`src/rtl/seq_pkg.sv`:
```
package seq_pkg;
  parameter int WORD_W    = 16;
  parameter int SLOT_W    = 5;
  parameter int NUM_SLOTS = 4;
  localparam int SLOT_IDX_W = $clog2(NUM_SLOTS);
  localparam int HEAD_W     = WORD_W - (NUM_SLOTS - 1) * SLOT_W;
  localparam int BYTE_W     = WORD_W / 2;

  localparam logic [SLOT_W-1:0] OP_NOP  = 5'd0;
  localparam logic [SLOT_W-1:0] OP_CALL = 5'd1;
  localparam logic [SLOT_W-1:0] OP_JMP  = 5'd2;
  localparam logic [SLOT_W-1:0] OP_LIT  = 5'd4;
  localparam logic [SLOT_W-1:0] OP_LITB = 5'd5;

  typedef struct packed {
    logic wordLoad;
    logic litLoad;
    logic byteUse;
    logic slotNext;
    logic takeJump;
  } seq_strobe_t;

  typedef enum logic [1:0] {
    ST_FETCH  = 2'd0,
    ST_DECODE = 2'd1,
    ST_LFETCH = 2'd2,
    ST_ISSUE  = 2'd3
  } seq_state_t;
endpackage

```
`src/rtl/seq_datapath.sv`:
```
module seq_datapath
  import seq_pkg::*;
(
  input  logic                  clk,
  input  logic                  rstN,
  input  seq_strobe_t           strb,
  input  logic [WORD_W-1:0]     memData,
  input  logic [WORD_W-1:0]     tosData,
  output logic [WORD_W-1:0]     pcOut,
  output logic [SLOT_W-1:0]     curOp,
  output logic [SLOT_IDX_W-1:0] curSlot,
  output logic                  isCtl,
  output logic                  needFetch,
  output logic                  reuseByte,
  output logic                  lastSlot,
  output logic [WORD_W-1:0]     litOut,
  output logic [WORD_W-1:0]     targetOut
);
  logic [WORD_W-1:0]     pc;
  logic [WORD_W-1:0]     insnWord;
  logic [SLOT_IDX_W-1:0] slotIdx;
  logic [WORD_W-1:0]     litReg;
  logic [BYTE_W-1:0]     byteBuf;
  logic                  byteHeld;

  logic [SLOT_W-1:0] slotOps  [NUM_SLOTS];
  logic [WORD_W-1:0] slotTgts [NUM_SLOTS];

  // Per-slot opcode field and control target, laid out from the top bit down
  for (genvar s = 0; s < NUM_SLOTS; s++) begin : g_slot
    localparam int REM = WORD_W - HEAD_W - s * SLOT_W;
    if (s == 0) begin : g_head
      assign slotOps[s] = {{(SLOT_W-HEAD_W){1'b0}}, insnWord[WORD_W-1 -: HEAD_W]};
    end else begin : g_body
      localparam int TOP = WORD_W - HEAD_W - 1 - (s - 1) * SLOT_W;
      assign slotOps[s] = insnWord[TOP -: SLOT_W];
    end
    if (REM > 0) begin : g_short
      localparam logic [WORD_W-1:0] TGT_MASK = WORD_W'((64'd1 << (REM + 1)) - 64'd2);
      assign slotTgts[s] = (pc & ~TGT_MASK) | ((insnWord << 1) & TGT_MASK);
    end else begin : g_stack
      assign slotTgts[s] = {tosData[WORD_W-1:1], 1'b0};
    end
  end

  assign curOp     = slotOps[slotIdx];
  assign targetOut = slotTgts[slotIdx];
  assign curSlot   = slotIdx;
  assign pcOut     = pc;
  assign litOut    = litReg;
  assign isCtl     = (curOp == OP_CALL) || (curOp == OP_JMP);
  assign needFetch = (curOp == OP_LIT) || ((curOp == OP_LITB) && !byteHeld);
  assign reuseByte = (curOp == OP_LITB) && byteHeld;
  assign lastSlot  = (slotIdx == SLOT_IDX_W'(NUM_SLOTS - 1));

  always_ff @(posedge clk) begin
    if (!rstN) begin
      pc       <= '0;
      insnWord <= '0;
      slotIdx  <= '0;
      litReg   <= '0;
      byteBuf  <= '0;
      byteHeld <= 1'b0;
    end else begin
      if (strb.wordLoad) begin
        insnWord <= memData;
        pc       <= pc + WORD_W'(2);
        slotIdx  <= '0;
        byteHeld <= 1'b0;
      end
      if (strb.litLoad) begin
        pc <= pc + WORD_W'(2);
        if (curOp == OP_LITB) begin
          litReg   <= {{BYTE_W{1'b0}}, memData[WORD_W-1:BYTE_W]};
          byteBuf  <= memData[BYTE_W-1:0];
          byteHeld <= 1'b1;
        end else begin
          litReg   <= memData;
          byteHeld <= 1'b0;
        end
      end
      if (strb.byteUse) begin
        litReg   <= {{BYTE_W{1'b0}}, byteBuf};
        byteHeld <= 1'b0;
      end
      if (strb.slotNext) slotIdx <= slotIdx + SLOT_IDX_W'(1);
      if (strb.takeJump) pc <= targetOut;
    end
  end

  // A held byte must exist whenever control asks to reuse it
  assert_byte_src_R9: assert property (@(posedge clk) disable iff (!rstN)
    strb.byteUse |-> byteHeld);

  // Fetch addresses stay word aligned
  assert_even_pc_R10: assert property (@(posedge clk) disable iff (!rstN)
    pc[0] == 1'b0);
endmodule

```
`src/rtl/seq_control.sv`:
```
module seq_control
  import seq_pkg::*;
(
  input  logic        clk,
  input  logic        rstN,
  input  logic        memReady,
  input  logic        exReady,
  input  logic        isCtl,
  input  logic        needFetch,
  input  logic        reuseByte,
  input  logic        lastSlot,
  output seq_strobe_t strb,
  output logic        memReq,
  output logic        exValid
);
  seq_state_t state, stateNext;

  always_comb begin
    stateNext = state;
    strb      = '0;
    memReq    = 1'b0;
    exValid   = 1'b0;
    unique case (state)
      ST_FETCH: begin
        memReq = 1'b1;
        if (memReady) begin
          strb.wordLoad = 1'b1;
          stateNext     = ST_DECODE;
        end
      end
      ST_DECODE: begin
        if (needFetch) begin
          stateNext = ST_LFETCH;
        end else begin
          strb.byteUse = reuseByte;
          stateNext    = ST_ISSUE;
        end
      end
      ST_LFETCH: begin
        memReq = 1'b1;
        if (memReady) begin
          strb.litLoad = 1'b1;
          stateNext    = ST_ISSUE;
        end
      end
      ST_ISSUE: begin
        exValid = 1'b1;
        if (exReady) begin
          if (isCtl) begin
            strb.takeJump = 1'b1;
            stateNext     = ST_FETCH;
          end else if (lastSlot) begin
            stateNext = ST_FETCH;
          end else begin
            strb.slotNext = 1'b1;
            stateNext     = ST_DECODE;
          end
        end
      end
      default: stateNext = ST_FETCH;
    endcase
  end

  always_ff @(posedge clk) begin
    if (!rstN) state <= ST_FETCH;
    else       state <= stateNext;
  end

  assert_one_active_R13: assert property (@(posedge clk) disable iff (!rstN)
    !(memReq && exValid));

  assert_ctl_refetch_R7: assert property (@(posedge clk) disable iff (!rstN)
    (exValid && exReady && (isCtl || lastSlot)) |=> memReq);
endmodule

```
`src/rtl/slot_sequencer.sv`:
```
module slot_sequencer
  import seq_pkg::*;
(
  input  logic        clk,
  input  logic        rstN,
  output logic        memReq,
  output logic [15:0] memAddr,
  input  logic        memReady,
  input  logic [15:0] memData,
  output logic        exValid,
  input  logic        exReady,
  output logic [4:0]  exOp,
  output logic [1:0]  exSlot,
  output logic [15:0] exLit,
  output logic [15:0] exTarget,
  output logic [15:0] exLink,
  input  logic [15:0] tosData
);
  seq_strobe_t strb;
  logic isCtl, needFetch, reuseByte, lastSlot;
  logic [WORD_W-1:0] pcVal;

  seq_control u_ctl (
    .clk(clk), .rstN(rstN), .memReady(memReady), .exReady(exReady),
    .isCtl(isCtl), .needFetch(needFetch), .reuseByte(reuseByte),
    .lastSlot(lastSlot), .strb(strb), .memReq(memReq), .exValid(exValid)
  );

  seq_datapath u_dp (
    .clk(clk), .rstN(rstN), .strb(strb), .memData(memData), .tosData(tosData),
    .pcOut(pcVal), .curOp(exOp), .curSlot(exSlot), .isCtl(isCtl),
    .needFetch(needFetch), .reuseByte(reuseByte), .lastSlot(lastSlot),
    .litOut(exLit), .targetOut(exTarget)
  );

  assign memAddr = pcVal;
  assign exLink  = pcVal;

  assert_mem_hold_R10: assert property (@(posedge clk) disable iff (!rstN)
    (memReq && !memReady) |=> (memReq && $stable(memAddr)));

  assert_issue_hold_R11: assert property (@(posedge clk) disable iff (!rstN)
    (exValid && !exReady) |=> (exValid && $stable(exOp) && $stable(exLit)));
endmodule

```
`config.mk`:
```
export PLATFORM = sky130hd
export DESIGN_NAME = slot_sequencer
export DESIGN_NICKNAME = d
export VERILOG_FILES = /design/src/rtl/seq_pkg.sv /design/src/rtl/seq_datapath.sv /design/src/rtl/seq_control.sv /design/src/rtl/slot_sequencer.sv
export SDC_FILE = /design/constraint.sdc
export NUM_CORES = 1
export LEC_CHECK = 0
export ABC_AREA = 1
export ABC_CLOCK_PERIOD_IN_PS = 3200
export BUFFER_PORTS_ARGS = -buffer_cell sky130_fd_sc_hd__buf_2
export CORE_MARGIN = 10
export CORE_UTILIZATION = 48
export CTS_BUF_LIST = sky130_fd_sc_hd__clkbuf_8
export CTS_CLUSTER_SIZE = 25
export DETAILED_ROUTE_END_ITERATION = 7
export PLACE_DENSITY = 0.8
export SKIP_CTS_REPAIR_TIMING = 1
export SYNTH_ARGS = -nofsm -noshare
export SYNTH_HDL_FRONTEND = slang
export SYNTH_SLANG_ARGS = --single-unit
```
`constraint.sdc`:
```
create_clock -name clk -period 3.2 [get_ports clk]
set_clock_uncertainty 0.2 [all_clocks]
set_input_delay 0.64 -clock clk [delete_from_list [all_inputs] [get_ports clk]]
set_output_delay 0.64 -clock clk [all_outputs]
set_load 0.01 [all_outputs]
```
# Word level (Yosys, flattened, before mapping)
# Cells that the tools add are included.
[totals]
word_cells = 77
inputBits = 36
regBits = 61
out_inout_bits = 73
[op_classes]
eq_ne = 11
n_reduce_logical = 14
n_lt_le_gt_ge = 1
n_mux = 36
bitwise = 5
addsub = 2
[ops]
columns = ["cell", "count"]
rows = [
  ["2-to-1 mux 16 bit", 6],
  ["binary-select mux 16 bit (select 2 bit)", 1],
  ["adder 16 x 2 -> 16 bit, second input constant", 1],
  ["2-to-1 mux 2 bit", 8],
  ["2-to-1 mux 8 bit", 2],
  ["OR 1 x 16 -> 16 bit", 1],
  ["OR 16 x 11 -> 16 bit", 1],
  ["OR 16 x 6 -> 16 bit", 1],
  ["2-to-1 mux 1 bit", 15],
  ["binary-select mux 5 bit (select 2 bit)", 1],
  ["== test 5 x 3 -> 1 bit, second input constant", 2],
  ["2-to-1 mux 5 bit", 2],
  ["case mux 2 bit (4 select lines)", 1],
  ["== test 2 bit, second input constant", 3],
  ["!= test 2 bit, second input constant", 3],
  ["nonzero test 2 bit", 3],
  ["== test 5 x 1 -> 1 bit, second input constant", 1],
  ["== test 5 x 2 -> 1 bit, second input constant", 1],
  ["OR reduction 2 bit", 2],
  [">= comparator 3 bit, second input constant", 1],
  ["NOT 2 -> 3 bit", 1],
  ["AND reduction 3 bit", 1],
  ["nonzero test 3 bit", 1],
  ["adder 2 x 1 -> 2 bit, second input constant", 1],
  ["other kinds (7)", 9],
]

# Logic depth before layout (Yosys ltp)
[depth]
depth_word = 10
depth_mapped = 13
mapped_depth_nobuf = 13

# By module
# From an unflattened synthesis, not the netlist that was laid out.
[unflattened]
hier_cells = 505
hier_area_um2 = 3478.3
[modules_own_cells]
columns = ["mod", "instances", "seq_area_each_um2", "area_per_inst_um2", "cells_each"]
rows = [
  ["seq_datapath", 1, 1181.1, 3125.5, 450],
  ["seq_control", 1, 40.0, 232.7, 39],
  ["slot_sequencer", 1, 0.0, 120.1, 16],
]

# Least setup slack after synthesis
# OpenSTA, ideal clock, no wires.
[synth_path]
path_type = "reg2out"
startpoint = "register u_dp.slotIdx[0] (netlist: u_dp.curSlot[0])"
endpoint = "output port exTarget[1]"
stages_incl_launch_ff = 7
path_slack_ns = 1.070
t_arrival_ns = 1.290
path_buffers = 3
t_required_ns = 2.360
path_cell_list = "dfxtp_1 buf_4 buf_4 nand2_1 inv_1 buf_2 o21ai_0"
[synth_via]
elab_chain_cells = 4
[synth_lines]
columns = ["element", "line_no", "text"]
rows = [
  ["start: declaration", "seq_datapath.sv:21", "logic [SLOT_IDX_W-1:0] slotIdx;"],
  ["start signal: assignment", "seq_datapath.sv:86", "if (strb.slotNext) slotIdx <= slotIdx + SLOT_IDX_W'(1);"],
  ["NOT 2 -> 3 bit (not written as such)", "seq_datapath.sv:47", "assign targetOut = slotTgts[slotIdx];"],
  ["binary-select mux 16 bit (select 2 bit)", "seq_datapath.sv:47", ""],
  ["2-to-1 mux 16 bit (not written as such) (2 in a row)", "seq_datapath.sv:47", ""],
  ["end: declaration", "slot_sequencer.sv:15", "output logic [15:0] exTarget,"],
]
# No other way between the ends. The select of a mux whose other input is x is not followed.

# Worst setup path in the final report
[layout_path]
startpoint = "register u_dp.slotIdx[1] (netlist: u_dp.curSlot[1])"
endpoint = "output port exTarget[13]"
# The elaborated chain is that of the path after synthesis.

==> impl_metrics.tcl <==
set metrics [dict create \
    outcome "completed" \
    routabilityCongestion 0.8569 \
    synthXorXnorAreaFrac 0.01657 \
    drive_gt1_frac 0.2438 \
    synth_nets 594 \
    cp-endpoint "exTarget[13]" \
    antenna_cells 0 \
    report.final.slew_viol_count 0 \
    fmax_mhz 371.3 \
    finalCritPeriodShare 0.8417 \
    clock-sinks 61 \
    grt_antenna_before_repair 0 \
    hold_viol 0 \
    grt_max_degree 35 \
    worst_pin_slew_ns 0.7501 \
    start_util 0.5020 \
    hold_class "reg2reg" \
    drc_errors 0 \
    track_usage 0.1856 \
    clock_latency_ns 0.34 \
    die_area_sq_um 11620 \
    ys_types 31 \
    reg2regPathDepth 9 \
    crit_family "flip-flops" \
    arrival_ns 1.85 \
    fin_crit_ns 2.694 \
    synthSimpleGateAreaFrac 0.3213 \
    startpoint "u_dp.curSlot[1]$_SDFFE_PN0P_" \
    worstPathCellList "inv_2 -> a21oi_1 -> o21ai_0 -> o21ai_0 -> buf_2" \
    syn_inst 552 \
    wirelength_microns 11030 \
    setup_tns_ns 0 \
    ys_warn_count 0 \
    cts-root-buf "clkbuf_8" \
    clock_path_buffers 2 \
    setup_viol 0 \
    maxSlewHeadroom 0.4994 \
    ant_nets 0 \
    grt_pass1_vias 3716 \
    dp_hpwl_microns 8211 \
    htreeDepth 3 \
    cpPeakStageDelay_ns 0.62 \
    ys_seq_area_frac 0.3301 \
    reg2reg_slack_ns 0.63 \
    whs_ns 0.2650 \
    r2r-end "u_dp.byteBuf[4]$_SDFFE_PN0P_" \
    firstDrtPassIters 5 \
    grt_first_pass_wirelength_microns 17750 \
    pin_count 109 \
    start_kind "flop" \
    port_buffers 107 \
    p_leak_nw 2.088 \
    std_cell_rows 31 \
    die_h_microns 107.8 \
    cts_tree "yes" \
    synth_ff_type "dfxtp_1" \
    drv_cap 0 \
    grt.overflow.total 0 \
    synth_compound_area_frac 0.1796 \
    viasPerCell 5.337 \
    crit_cells 5 \
    pwr_density_cell_nw_per_um2 573.1 \
    synthAdderAreaFrac 0.02029 \
    filler_cell_count 713 \
    critPathSlowestCell "dfxtp_1" \
    die_x_microns 107.8 \
    dr.first_iter.drc_count 220 \
    path_max_fanout 20 \
    synth_top_family_by_area "simple AND/OR/NAND/NOR gates" \
    async_flop_share 0 \
    muxShareOfSynthArea 0 \
    avgSynthCellArea_sq_um 6.703 \
    ir_worst_vdd_uv 336.5 \
    worstReg2RegStart "u_dp.curSlot[1]$_SDFFE_PN0P_" \
    nets 678 \
    synth-edff-count 0 \
    numCtsBuffers 9 \
    vias 3944 \
    crit_path_frequent_cell "o21ai_0" \
    worstSetupPathType "reg2out" \
    rsz0062_at_grt "no" \
    area_delta_synth_final_pct 17.15 \
    wl_per_cell_microns 14.93 \
    end_kind "output pin" \
    syn_area_sq_um 3700 \
    core_area_sq_um 7370 \
    yosys_register_bits 61 \
    cp.required_ns 2.36 \
    clk_pin_slew_ns 0.07 \
    path_buf_inv 2 \
]
-- flip-flops by register name, summed over array words and instances (netlist names) --
signal and count:
u_dp.litOut 16, u_dp.curSlot 2, u_dp.byteBuf 8, u_dp.insnWord 16
u_dp.byteHeld 1, u_dp.pcOut 16, u_ctl.state 2
-- metrics by stage --
stage	utilization	total power, W	cell area, sq um	std cells	setup slack [ns]
final	0.5881	0.002484	4334	739	0.5064
after detailed placement	0.5620	0.001810	4141	724	0.6516
after floorplan	-	0.001523	3700	552	1.070
after global placement	0.5620	0.001783	4141	724	0.7106
after global routing	0.5881	0.002645	4334	739	0.3483
after CTS	0.5881	0.002498	4334	739	0.5154
-- layout by cell type, fill, tap and decap left out, drive strengths merged --
| master | count |
|---|---|
| o21ai | 64 |
| dfxtp | 61 |
| o22ai | 2 |
| inv | 62 |
| nor3 | 2 |
| xor2 | 5 |
| buf | 112 |
| a31o | 1 |
| bufinv | 1 |
| ha | 6 |
| clkinv | 2 |
| a21oi | 57 |
| clkbuf | 11 |
| o211ai | 1 |
| nand2 | 120 |
| nand4 | 21 |
| nor2 | 71 |
| xnor2 | 2 |
| nand3 | 39 |
-- worst register-to-register path, delay by kind of cell, from the launching register on --
family | cells | cell delay [ns]
flops | 1 | 0.62
compound gates | 1 | 0.06
simple gates | 6 | 1.08
buf+inv | 2 | 0.45
-- cells in the mapped netlist (4+ instances only) --
cell type  count  area (sq um)
o21ai_1       14         70.07
o21ai_0       50         250.2
nor2_1        65         244.0
inv_1         56         210.2
nand2_1      111         416.7
nand3_1       33         165.2
buf_4         19         142.6
buf_2          6         30.03
nand2_2        6         37.54
a21oi_1       51         255.2
ha_1           6         75.07
nor2_4         6         67.56
xor2_1         5         43.79
dfxtp_1       61          1221
a21oi_2        5         43.79
buf_6          4         45.04
nand4_1       21         131.4
clkbuf_1       8         30.03
-- power breakdown --
part | total, W | internal, W | switching, W | leakage (nW)
combinational | 0.000844 | 0.000288 | 0.000557 | 1.48
clock | 0.000680 | 0.000390 | 0.000290 | 0.109
sequential | 0.000960 | 0.000875 | 0.0000844 | 0.497
-- layer usage --
| layer | global-route usage | vias up | part of all wire |
|---|---|---|---|
| met5 | 0 | - | 0 |
| met4 | 0.05725 | 0 | 0.014 |
| met3 | 0.07006 | 17 | 0.12 |
| met2 | 0.2984 | 191 | 0.46 |
| met1 | 0.2238 | 1780 | 0.41 |
| li1 | - | 1956 | - |
-- layout make-up --
class | count | area [sq um] | share of cell area
Clock inverter | 4 | 41.29 | 0.009527
Timing Repair Buffer | 112 | 573.1 | 0.1322
Multi-Input combinational cell | 391 | 1989 | 0.4590
Inverter | 61 | 234.0 | 0.05398
Tap cell | 99 | 123.9 | 0.02858
Clock buffer | 11 | 151.4 | 0.03493
Sequential cell | 61 | 1221 | 0.2818
-- how the worst min path moves through the flow --
stage                                    end                     startpoint  slack [ns]  cells past startpoint
6_report        u_dp.litOut[15]$_SDFFE_PP0P_   u_dp.litOut[15]$_SDFFE_PP0P_        0.26                      2
2_1_floorplan  u_dp.insnWord[5]$_SDFFE_PN0P_  u_dp.insnWord[5]$_SDFFE_PN0P_        0.24                      2
3_3_place_gp    u_dp.byteBuf[1]$_SDFFE_PN0P_   u_dp.byteBuf[1]$_SDFFE_PN0P_        0.25                      2
5_1_grt           u_dp.byteHeld$_SDFFE_PP0P_     u_dp.byteHeld$_SDFFE_PP0P_        0.29                      2
4_1_cts         u_dp.byteBuf[0]$_SDFFE_PN0P_   u_dp.byteBuf[0]$_SDFFE_PN0P_        0.27                      2
3_5_place_dp    u_dp.litOut[15]$_SDFFE_PP0P_   u_dp.litOut[15]$_SDFFE_PP0P_        0.26                      2
-- kinds of logic (layout without fill, tap and decap cells) --
group	after synthesis	after routing
compound gates	125	125
xor+xnor	7	7
fa+ha+maj	6	6
buf+inv	100	188
flops	61	61
simple gates	253	253
Note: power is estimated with default switching activity, not from simulation.
